### config.mk
export PLATFORM = sky130hd
export DESIGN_NAME = sinc4_decim
export DESIGN_NICKNAME = d
export VERILOG_FILES = /design/src/rtl/sinc4_pkg.sv /design/src/rtl/sinc4_sequencer.sv /design/src/rtl/sinc4_integrators.sv /design/src/rtl/sinc4_combs.sv /design/src/rtl/sinc4_outstage.sv /design/src/rtl/sinc4_decim.sv
export SDC_FILE = /design/constraint.sdc
export NUM_CORES = 1
export LEC_CHECK = 0
export ABC_CLOCK_PERIOD_IN_PS = 20800
export BUFFER_PORTS_ARGS = -buffer_cell sky130_fd_sc_hd__buf_2
export CORE_MARGIN = 4
export CORE_UTILIZATION = 50
export CTS_CLUSTER_DIAMETER = 50
export DETAILED_ROUTE_END_ITERATION = 7
export GPL_ROUTABILITY_DRIVEN = 1
export PLACE_DENSITY = 0.68
export RECOVER_POWER = 50
export SYNTH_ARGS = -nofsm -noshare
export SYNTH_HDL_FRONTEND = slang
export SYNTH_SLANG_ARGS = --single-unit
### constraint.sdc
create_clock -name clk -period 20.8 [get_ports clk]
set_input_delay 4.16 -clock clk [delete_from_list [all_inputs] [get_ports clk]]
set_output_delay 4.16 -clock clk [all_outputs]
set_load 0.03 [all_outputs]
### src/rtl/sinc4_pkg.sv
package sinc4_pkg;

    localparam int NUM_STAGES    = 4;
    localparam int SETTLE_BLOCKS = 4;
    localparam int BLK_W         = $clog2(SETTLE_BLOCKS);

    typedef enum logic {
        MODE_CONT   = 1'b0,
        MODE_SINGLE = 1'b1
    } conv_mode_e;

    typedef enum logic {
        SEQ_IDLE = 1'b0,
        SEQ_RUN  = 1'b1
    } seq_state_e;

    // per-cycle control bundle from the sequencer to the datapath
    typedef struct packed {
        logic step;      // accept one sample into the integrators
        logic tick;      // decimation point: run the combs
        logic emit;      // this tick produces a settled word
        logic clr_pre;   // clear before the sample of this cycle
        logic clr_post;  // clear after the sample of this cycle
    } seq_ctrl_t;

    // full-precision accumulator width for ratio 2**log2r
    function automatic int acc_width(input int log2r);
        return NUM_STAGES * log2r + 2;
    endfunction

endpackage

### src/rtl/sinc4_sequencer.sv
module sinc4_sequencer
    import sinc4_pkg::*;
#(
    parameter int DECIM_LOG2 = 8
) (
    input  logic      clk,
    input  logic      rst,
    input  logic      bit_en,
    input  logic      start,
    input  logic      mode,
    output seq_ctrl_t ctrl,
    output logic      busy
);

    localparam logic [DECIM_LOG2-1:0] LAST_PHASE = {DECIM_LOG2{1'b1}};
    localparam logic [BLK_W-1:0]      LAST_BLOCK = BLK_W'(SETTLE_BLOCKS - 1);

    seq_state_e            state_q;
    conv_mode_e            mode_q;
    conv_mode_e            run_mode;
    logic [DECIM_LOG2-1:0] phase_q;
    logic [DECIM_LOG2-1:0] phase_base;
    logic [BLK_W-1:0]      blk_q;
    logic [BLK_W-1:0]      blk_base;
    logic                  running;
    logic                  step_c;
    logic                  tick_c;
    logic                  emit_c;
    logic                  post_c;

    always_comb begin
        running    = (state_q == SEQ_RUN) || start;
        phase_base = start ? '0 : phase_q;
        blk_base   = start ? '0 : blk_q;
        run_mode   = start ? conv_mode_e'(mode) : mode_q;
        step_c     = bit_en && running;
        tick_c     = step_c && (phase_base == LAST_PHASE);
        emit_c     = tick_c && (blk_base == LAST_BLOCK);
        post_c     = emit_c && (run_mode == MODE_SINGLE);
    end

    assign ctrl.step     = step_c;
    assign ctrl.tick     = tick_c;
    assign ctrl.emit     = emit_c;
    assign ctrl.clr_pre  = start;
    assign ctrl.clr_post = post_c;
    assign busy          = (state_q == SEQ_RUN);

    always_ff @(posedge clk) begin
        if (rst) begin
            state_q <= SEQ_IDLE;
            mode_q  <= MODE_CONT;
            phase_q <= '0;
            blk_q   <= '0;
        end else if (post_c) begin
            state_q <= SEQ_IDLE;
            mode_q  <= run_mode;
            phase_q <= '0;
            blk_q   <= '0;
        end else begin
            if (start) begin
                state_q <= SEQ_RUN;
            end
            mode_q  <= run_mode;
            phase_q <= step_c ? phase_base + DECIM_LOG2'(1) : phase_base;
            blk_q   <= (tick_c && (blk_base != LAST_BLOCK)) ? blk_base + BLK_W'(1) : blk_base;
        end
    end


    idle_cleared_chk: assert property (@(posedge clk) disable iff (rst)
        (state_q == SEQ_IDLE) |-> (phase_q == '0 && blk_q == '0));


    single_stops_chk: assert property (@(posedge clk) disable iff (rst)
        (emit_c && run_mode == MODE_SINGLE) |=> (state_q == SEQ_IDLE));

endmodule

### src/rtl/sinc4_integrators.sv
module sinc4_integrators
    import sinc4_pkg::*;
#(
    parameter int W = 34
) (
    input  logic         clk,
    input  logic         rst,
    input  logic         step,
    input  logic         clr_pre,
    input  logic         clr_post,
    input  logic         bit_in,
    output logic [W-1:0] last_sum
);

    logic [W-1:0] acc_q [NUM_STAGES];
    logic [W-1:0] sum_c [NUM_STAGES];
    logic [W-1:0] inc;

    // +1 for a one, -1 (all ones) for a zero; all sums wrap modulo 2**W
    assign inc = bit_in ? W'(1) : {W{1'b1}};

    always_comb begin
        logic [W-1:0] run;
        run = inc;
        for (int k = 0; k < NUM_STAGES; k++) begin
            run      = (clr_pre ? '0 : acc_q[k]) + run;
            sum_c[k] = run;
        end
    end

    assign last_sum = sum_c[NUM_STAGES-1];

    always_ff @(posedge clk) begin
        for (int k = 0; k < NUM_STAGES; k++) begin
            if (rst || clr_post) begin
                acc_q[k] <= '0;
            end else if (step) begin
                acc_q[k] <= sum_c[k];
            end else if (clr_pre) begin
                acc_q[k] <= '0;
            end
        end
    end


    first_clear_chk: assert property (@(posedge clk) disable iff (rst)
        clr_post |=> (acc_q[0] == '0 && acc_q[NUM_STAGES-1] == '0));

endmodule

### src/rtl/sinc4_combs.sv
module sinc4_combs
    import sinc4_pkg::*;
#(
    parameter int W = 34
) (
    input  logic         clk,
    input  logic         rst,
    input  logic         tick,
    input  logic         clr_pre,
    input  logic         clr_post,
    input  logic [W-1:0] din,
    output logic [W-1:0] dout
);

    logic [W-1:0] dly_q    [NUM_STAGES];
    logic [W-1:0] stage_in [NUM_STAGES];

    always_comb begin
        logic [W-1:0] run;
        run = din;
        for (int k = 0; k < NUM_STAGES; k++) begin
            stage_in[k] = run;
            run         = run - (clr_pre ? '0 : dly_q[k]);
        end
        dout = run;
    end

    always_ff @(posedge clk) begin
        for (int k = 0; k < NUM_STAGES; k++) begin
            if (rst || clr_post) begin
                dly_q[k] <= '0;
            end else if (tick) begin
                dly_q[k] <= stage_in[k];
            end else if (clr_pre) begin
                dly_q[k] <= '0;
            end
        end
    end


    comb_clear_chk: assert property (@(posedge clk) disable iff (rst)
        clr_post |=> (dly_q[0] == '0 && dly_q[NUM_STAGES-1] == '0));

endmodule

### src/rtl/sinc4_outstage.sv
module sinc4_outstage #(
    parameter int W     = 34,
    parameter int OUT_W = 24
) (
    input  logic             clk,
    input  logic             rst,
    input  logic             emit,
    input  logic [W-1:0]     full,
    output logic             out_valid,
    output logic [OUT_W-1:0] out_data
);

    logic [OUT_W-1:0] scaled;

    if (OUT_W > W) begin : g_extend
        assign scaled = {{(OUT_W - W){full[W-1]}}, full};
    end else if (OUT_W == W) begin : g_same
        assign scaled = full;
    end else begin : g_trunc
        assign scaled = full[W-1 -: OUT_W];
    end

    always_ff @(posedge clk) begin
        if (rst) begin
            out_valid <= 1'b0;
            out_data  <= '0;
        end else begin
            out_valid <= emit;
            if (emit) begin
                out_data <= scaled;
            end
        end
    end

endmodule

### src/rtl/sinc4_decim.sv
module sinc4_decim
    import sinc4_pkg::*;
#(
    parameter int DECIM_LOG2 = 8,
    parameter int OUT_W      = 24
) (
    input  logic             clk,
    input  logic             rst,
    input  logic             bit_en,
    input  logic             bit_in,
    input  logic             mode,
    input  logic             start,
    output logic             out_valid,
    output logic [OUT_W-1:0] out_data
);

    localparam int W = acc_width(DECIM_LOG2);

    seq_ctrl_t    ctrl;
    logic         busy;
    logic [W-1:0] integ_out;
    logic [W-1:0] comb_out;

    sinc4_sequencer #(.DECIM_LOG2(DECIM_LOG2)) u_seq (
        .clk    (clk),
        .rst    (rst),
        .bit_en (bit_en),
        .start  (start),
        .mode   (mode),
        .ctrl   (ctrl),
        .busy   (busy)
    );

    sinc4_integrators #(.W(W)) u_integ (
        .clk      (clk),
        .rst      (rst),
        .step     (ctrl.step),
        .clr_pre  (ctrl.clr_pre),
        .clr_post (ctrl.clr_post),
        .bit_in   (bit_in),
        .last_sum (integ_out)
    );

    sinc4_combs #(.W(W)) u_comb (
        .clk      (clk),
        .rst      (rst),
        .tick     (ctrl.tick),
        .clr_pre  (ctrl.clr_pre),
        .clr_post (ctrl.clr_post),
        .din      (integ_out),
        .dout     (comb_out)
    );

    sinc4_outstage #(.W(W), .OUT_W(OUT_W)) u_out (
        .clk       (clk),
        .rst       (rst),
        .emit      (ctrl.emit),
        .full      (comb_out),
        .out_valid (out_valid),
        .out_data  (out_data)
    );

    // independent sample-window tracker used only by the checks below
    logic [DECIM_LOG2-1:0] chk_phase;
    logic [2:0]            chk_blocks;
    logic                  chk_take;

    assign chk_take = bit_en && (busy || start);

    always_ff @(posedge clk) begin
        if (rst) begin
            chk_phase  <= '0;
            chk_blocks <= '0;
        end else if (start) begin
            chk_phase  <= chk_take ? DECIM_LOG2'(1) : '0;
            chk_blocks <= '0;
        end else if (chk_take) begin
            chk_phase <= chk_phase + DECIM_LOG2'(1);
            if (chk_phase == {DECIM_LOG2{1'b1}} && chk_blocks != 3'd4) begin
                chk_blocks <= chk_blocks + 3'd1;
            end
        end
    end


    window_align_chk: assert property (@(posedge clk) disable iff (rst)
        out_valid |-> (chk_phase == '0 && chk_blocks == 3'd4));


    valid_pulse_chk: assert property (@(posedge clk) disable iff (rst)
        out_valid |=> !out_valid);

endmodule

==> flow_summary_export.csv, run 1 <==
group,metric,value,unit
drt,vias,20140,
drt,drc_errors,0,
logic_synthesis,synthCells,2831,
drt,wl_per_cell,15.76,um
timing,fin_crit_sh,86.67,%
drt,vias_per_cell,5.678,
status,outcome,"complete, but fails checks",
critical_path,rrSetupSlack,6560,ps
floorplanning,start_util,50.67,%
global_routing,antenna_found_initial,0,
global_routing,grt_pass1_vias,19790,
clocking,cts_hold_buf,0,
floorplanning,rows,82,
logic_synthesis,synthXorXnorAreaFrac,8.342,%
drt,first_iter_violations,1176,
drt,ant_nets,0,
place,gp_congestion,0.8810,
clocking,htreeDepth,2,
critical_path,worst-path-stages,65,
logic_synthesis,postSynthAreaPerCell,8.980,sq um
logic_synthesis,synth-simple-area-share,22.61,%
logic_synthesis,synth-warning-count,0,
timing,max_slew_margin,-173.0,%
logic_synthesis,synthFlopType,"edfxtp_1",
clocking,postCtsSetupRepairBufs,0,
global_routing,overflow,0,
critical_path,critPathBufInv,3,
logic_synthesis,synth_edf_count,272,
critical_path,cp.required,21260,ps
place,place_inst,3464,
logic_synthesis,syn_nets,3109,
timing,finalSetupViolations,0,
critical_path,cp_slowest_cell,"or4b_2",
critical_path,cp_top_family,"compound AO/OA/AOI/OAI gates",
worst_hold_path,hp-class,"reg -> reg",
critical_path,rr_worst_depth,63,
global_routing,grt_max_degree,95,
drt,firstDrtPassIters,5,
finish,final_layout_size_suffix_gt1_share,4.730,%
floorplanning,core_area,50170,sq um
timing,tightestPinTransition,4095,ps
critical_path,critPathLaunchType,"primary input",
finish,nets,3117,
critical_path,path_class,"in -> reg",
critical_path,slowest_delay,630,ps
finish,num_antenna_cells,0,
clocking,cts_sinks,309,
global_routing,grt_first_pass_wirelength,94140,um
clocking,numCtsBuffers,45,
logic_synthesis,synth-seq-cells,309,
place,place_hpwl,38970,um
logic_synthesis,synthAdderAreaFrac,13.63,%
critical_path,crit-reg2reg-launch,"u_integ.acc_q[0][2]",
timing,clock_skew,18.46,ps
timing,finalHoldViolCount,0,
finish,fillers,4532,
finish,fin_cells,3547,
clocking,clockRootBuffer,"clkbuf_16",
worst_hold_path,hold_depth,2,
logic_synthesis,yosysSeqAreaShare,35.04,%
clocking,clk_latency,580,ps
timing,min_period,18030,ps
critical_path,crit_path_start,"start",
clocking,ctsLongestPathBuffers,3,
place,portBuffers,30,
floorplanning,die_w,233.5,um
clocking,cts_tree,"done",
timing,setup_tns,0,ps
place,dp_slack,2230,ps
timing,rsz0062_at_grt,"no",
global_routing,grt.total_usage,20.30,%
critical_path,r2r-end,"u_out.out_data[23]",
logic_synthesis,async_flop_share,0,%
finish,areaGrowthSynthToFinish,8.657,%
logic_synthesis,synth_top_family_by_area,"simple AND/OR/NAND/NOR gates",
logic_synthesis,synth_mux_area_share,0.2362,%
drt,routed_wl,55920,um
worst_hold_path,worstHoldStart,"u_out.out_data[13]",
timing,drv_slew,552,
timing,fmax,55.47,MHz
clocking,cts.clk_slew.worst_paths,50,ps
logic_synthesis,synth-compound-area-share,16.77,%
floorplanning,die-area,54520,sq um
critical_path,arrival,18490,ps
floorplanning,fp.dieH,233.5,um
flow_run,drv_cap,10,
clocking,cts-resized-gates,0,
logic_synthesis,yosysUniqueCellTypes,89,
critical_path,crit_path_end_kind,"register",
timing,timing.final.ws_setup,2772,ps
finish,final_common_cell,"edfxtp_1",
logic_synthesis,synth_top_area_share,32.13,%
status,violations,"max-capacitance violations, max-slew violations",
critical_path,critPathMostFrequentCell,"a21oi_1",
worst_hold_path,min_to,"u_out.out_data[13]",
floorplanning,io_pins,31,
logic_synthesis,synth.largest_area_cell,"edfxtp_1",
finish,mostFrequentLayoutCells,"272 x edfxtp_1, 265 x ha_1, 263 x nor2_1",
logic_synthesis,syn-cell-area,25420,sq um
critical_path,cp_max_fo,53,
logic_synthesis,yosys-top-cells-area,"edfxtp_1 32%, ha_1 13%, xnor2_1 5.3%",
routing by layer:
metal / vias to the layer above / track usage [%] / wire length [um]
met5: - / 0 / 0
met4: 0 / 4.772 / 982
met3: 81 / 2.854 / 1973
met2: 320 / 36.20 / 27190
met1: 9673 / 26.07 / 25770
li1: 10070 / - / -
stage by stage:
stage          utilization [%]  area, sq um  hold WS, ps
6_report                 55.06        27620        449.4
5_1_grt                  55.06        27620        470.4
4_1_cts                  55.20        27690        448.5
3_5_place_dp             52.26        26220        441.4
3_3_place_gp             52.26        26220        438.9
2_1_floorplan                -        25420        455.5
area by class of cell:
cell class                      instances  area [sq um]  share of cell area, %
Sequential cell                       309          8909                  32.25
Inverter                              145         546.8                  1.979
Clock buffer                           59          1282                  4.643
Multi-Input combinational cell       2297         15680                  56.74
Clock inverter                         24         192.7                 0.6975
Timing Repair Buffer                   41         177.7                 0.6432
Tap cell                              672         840.8                  3.044
cells by family after synthesis:
kind of cell,Yosys count
XOR/XNOR,227
multiplexers,6
flip-flops,309
buffers and inverters,225
AND/OR/NAND/NOR,1133
adder cells (fa/ha/maj),273
AO/OA/AOI/OAI,658
cell usage after synthesis (45+ instances only):
| cell | n |
|---|---|
| a21o_1 | 93 |
| a21oi_1 | 214 |
| and2_1 | 197 |
| clkbuf_1 | 69 |
| edfxtp_1 | 272 |
| ha_1 | 265 |
| inv_1 | 145 |
| nand2_1 | 256 |
| nand3_1 | 46 |
| nor2_1 | 265 |
| nor2b_1 | 174 |
| nor3_1 | 45 |
| o21ai_0 | 118 |
| xnor2_1 | 155 |
| xor2_1 | 62 |
worst max path at each step:
stage                               endpoint  slack, ps
after CTS                 u_out.out_data[23]       2800
after global routing      u_out.out_data[23]       1390
after floorplan           u_out.out_data[23]       3360
final                     u_out.out_data[23]       2770
after global placement    u_out.out_data[23]       2830
after detailed placement  u_out.out_data[23]       2230
worst min-delay path: stages, from the launching register on:
cell and delay (ps):
dfxtp_1 300, nand2_1 50, a21oi_1 50
state kept, by name (all words and copies together), names as in the netlist:
signal	cells
u_seq.busy	1
u_out.out_data	24
u_comb.dly_q	136
u_seq.phase_q	8
u_out.out_valid	1
u_seq.blk_q	2
u_integ.acc_q	136
u_seq.mode_q	1
Power of run 1 is not shown: default switching activity piles up to over one toggle a cycle in this logic, so the estimate is an artifact.
==> run 2: changes to the inputs <==
Settings changed: ABC_AREA from default to 1.
==> flow_summary_export.csv, run 2 <==
group,metric,value,unit
status,outcome,"complete, but fails checks",
status,violations,"max-capacitance violations, max-slew violations",
floorplanning,core_area,50270,sq um
drt,drc_errors,0,
drt,vias,20670,
logic_synthesis,synthTopCellsByCount,"625 x nand2_1, 618 x inv_1, 550 x nor2_1",
drt,first_iter_violations,1106,
finish,top_regs,"u_comb.dly_q: 136 flops, u_integ.acc_q: 136 flops, u_out.out_data: 24 flops",
critical_path,cp.required,21280,ps
clocking,htreeDepth,2,
logic_synthesis,synthFlopType,"edfxtp_1",
floorplanning,start_util,50.79,%
drt,wl_per_cell,13.55,um
critical_path,critPathMostFrequentCell,"nand2_1",
critical_path,cp_top_family,"simple AND/OR/NAND/NOR gates",
global_routing,antenna_found_initial,0,
drt,firstDrtPassIters,5,
finish,areaGrowthSynthToFinish,9.526,%
global_routing,grt_first_pass_wirelength,93540,um
finish,final_layout_size_suffix_gt1_share,4.497,%
clocking,clk_latency,580,ps
timing,max_slew_margin,-164.8,%
logic_synthesis,yosysUniqueCellTypes,54,
logic_synthesis,synth_edf_count,272,
timing,finalHoldViolCount,0,
critical_path,slowest_delay,670,ps
logic_synthesis,yosysSeqAreaShare,34.89,%
logic_synthesis,yosys-top-cells-area,"edfxtp_1 32%, ha_1 13%, nand2_1 9.2%",
drt,routed_wl,56110,um
logic_synthesis,synth_top_area_share,31.99,%
clocking,ctsLongestPathBuffers,3,
logic_synthesis,synthAdderAreaFrac,13.53,%
logic_synthesis,yosysMostFrequentCell,"nand2_1",
critical_path,critPathBufInv,7,
timing,rsz0062_at_grt,"no",
critical_path,rrSetupSlack,8340,ps
logic_synthesis,synth-compound-area-share,10.85,%
critical_path,crit-reg2reg-launch,"u_integ.acc_q[0][0]",
timing,fin_crit_sh,79.05,%
floorplanning,rows,82,
finish,num_antenna_cells,0,
timing,finalSetupViolations,0,
place,gp_congestion,0.9054,
timing,tightestPinTransition,3972,ps
finish,final_common_cell,"nand2_1",
worst_hold_path,hp-class,"reg -> reg",
logic_synthesis,synthCells,3408,
place,place_hpwl,41670,um
timing,clock_skew,32.43,ps
floorplanning,io_pins,31,
clocking,clockRootBuffer,"clkbuf_16",
global_routing,grt_pass1_vias,19210,
flow_run,drv_cap,8,
timing,timing.final.ws_setup,4358,ps
clocking,cts_tree,"done",
worst_hold_path,min_to,"u_seq.mode_q",
logic_synthesis,synth-seq-cells,309,
critical_path,crit_path_end_kind,"register",
clocking,cts-resized-gates,0,
logic_synthesis,postSynthAreaPerCell,7.492,sq um
global_routing,overflow,0,
critical_path,rr_worst_depth,75,
critical_path,cp_max_fo,74,
floorplanning,fp.dieH,234.0,um
place,dp_slack,3790,ps
finish,nets,3710,
timing,setup_tns,0,ps
clocking,cts_hold_buf,0,
critical_path,r2r-end,"u_out.out_data[23]",
clocking,cts_sinks,309,
clocking,numCtsBuffers,47,
finish,mostFrequentLayoutCells,"625 x nand2_1, 617 x inv_1, 550 x nor2_1",
drt,ant_nets,0,
clocking,cts.clk_slew.worst_paths,50,ps
floorplanning,die-area,54750,sq um
logic_synthesis,synth-simple-area-share,22.54,%
logic_synthesis,synth_mux_area_share,0.03920,%
timing,drv_slew,384,
drt,vias_per_cell,4.991,
global_routing,grt_max_degree,77,
global_routing,grt.total_usage,20.50,%
place,portBuffers,30,
logic_synthesis,synth_top_family_by_area,"simple AND/OR/NAND/NOR gates",
logic_synthesis,synthXorXnorAreaFrac,7.953,%
critical_path,path_class,"in -> reg",
worst_hold_path,worstHoldStart,"u_seq.mode_q",
timing,min_period,16440,ps
clocking,postCtsSetupRepairBufs,0,
logic_synthesis,syn-cell-area,25530,sq um
worst_hold_path,hold_depth,2,
logic_synthesis,synth-warning-count,0,
logic_synthesis,syn_nets,3686,
critical_path,critPathLaunchType,"primary input",
critical_path,arrival,16920,ps
timing,fmax,60.82,MHz
critical_path,cp_slowest_cell,"inv_4",
logic_synthesis,synth.largest_area_cell,"edfxtp_1",
logic_synthesis,async_flop_share,0,%
floorplanning,die_w,234.0,um
run 2: changes by cell type after synthesis, moves of 79 or more:
cell / change
inv_1: +473
nand2_1: +369
nor2_1: +285
and2_1: -196
nor2b_1: -174
xor2_1: +121
xnor2_1: -113
nand3_1: +79
run 2: final cells by class:
| cell class | instances | area (sq um) |
|---|---|---|
| Timing Repair Buffer | 46 | 226.5 |
| Clock inverter | 24 | 277.8 |
| Sequential cell | 309 | 8909 |
| Clock buffer | 62 | 1358 |
| Inverter | 621 | 2333 |
| Multi-Input combinational cell | 2407 | 14020 |
| Fill cell | 4838 | 22310 |
| Tap cell | 672 | 840.8 |
run 2: kinds of logic after synthesis:
logic type | after synthesis
and+or+nand+nor | 1408
AOI/OAI and AO/OA | 498
xor gates and xnor gates | 228
muxes | 1
DFF | 309
buffers and inverters | 692
adders and majority gates | 272
run 2: worst max path at each step:
stage	slack [ps]	start	to	cells after the start
3_3_place_gp	3910	start	u_out.out_data[23]	75
6_report	4360	start	u_out.out_data[23]	75
5_1_grt	2670	start	u_out.out_data[23]	75
2_1_floorplan	5600	start	u_out.out_data[23]	78
4_1_cts	4340	start	u_out.out_data[23]	75
3_5_place_dp	3790	start	u_out.out_data[23]	75
run 2: per-layer routing:
metal	global-route usage [%]	wire [um]	vias to the layer above
li1	-	-	11060
met1	29.16	27910	9182
met2	33.12	24300	357
met3	3.146	2707	66
met4	4.697	1182	0
met5	0	0	-
run 2: per-stage QoR:
| step | hold slack (ps) | instance area (sq um) | util [%] | instances |
|---|---|---|---|---|
| finish | 482.0 | 27970 | 55.63 | 4141 |
| CTS | 494.2 | 28050 | 55.79 | 4141 |
| global placement | 477.4 | 26410 | 52.54 | 4055 |
| detailed placement | 477.6 | 26410 | 52.54 | 4055 |
| floorplan | 455.9 | 25530 | - | 3408 |
| global route | 502.0 | 27970 | 55.63 | 4141 |
run 2: worst min-delay path: stages (launching register included):
cell     delay, ps
dfxtp_1        300
mux2i_1         70
nor2_1          80
Power of run 2 is left out for the same reason.
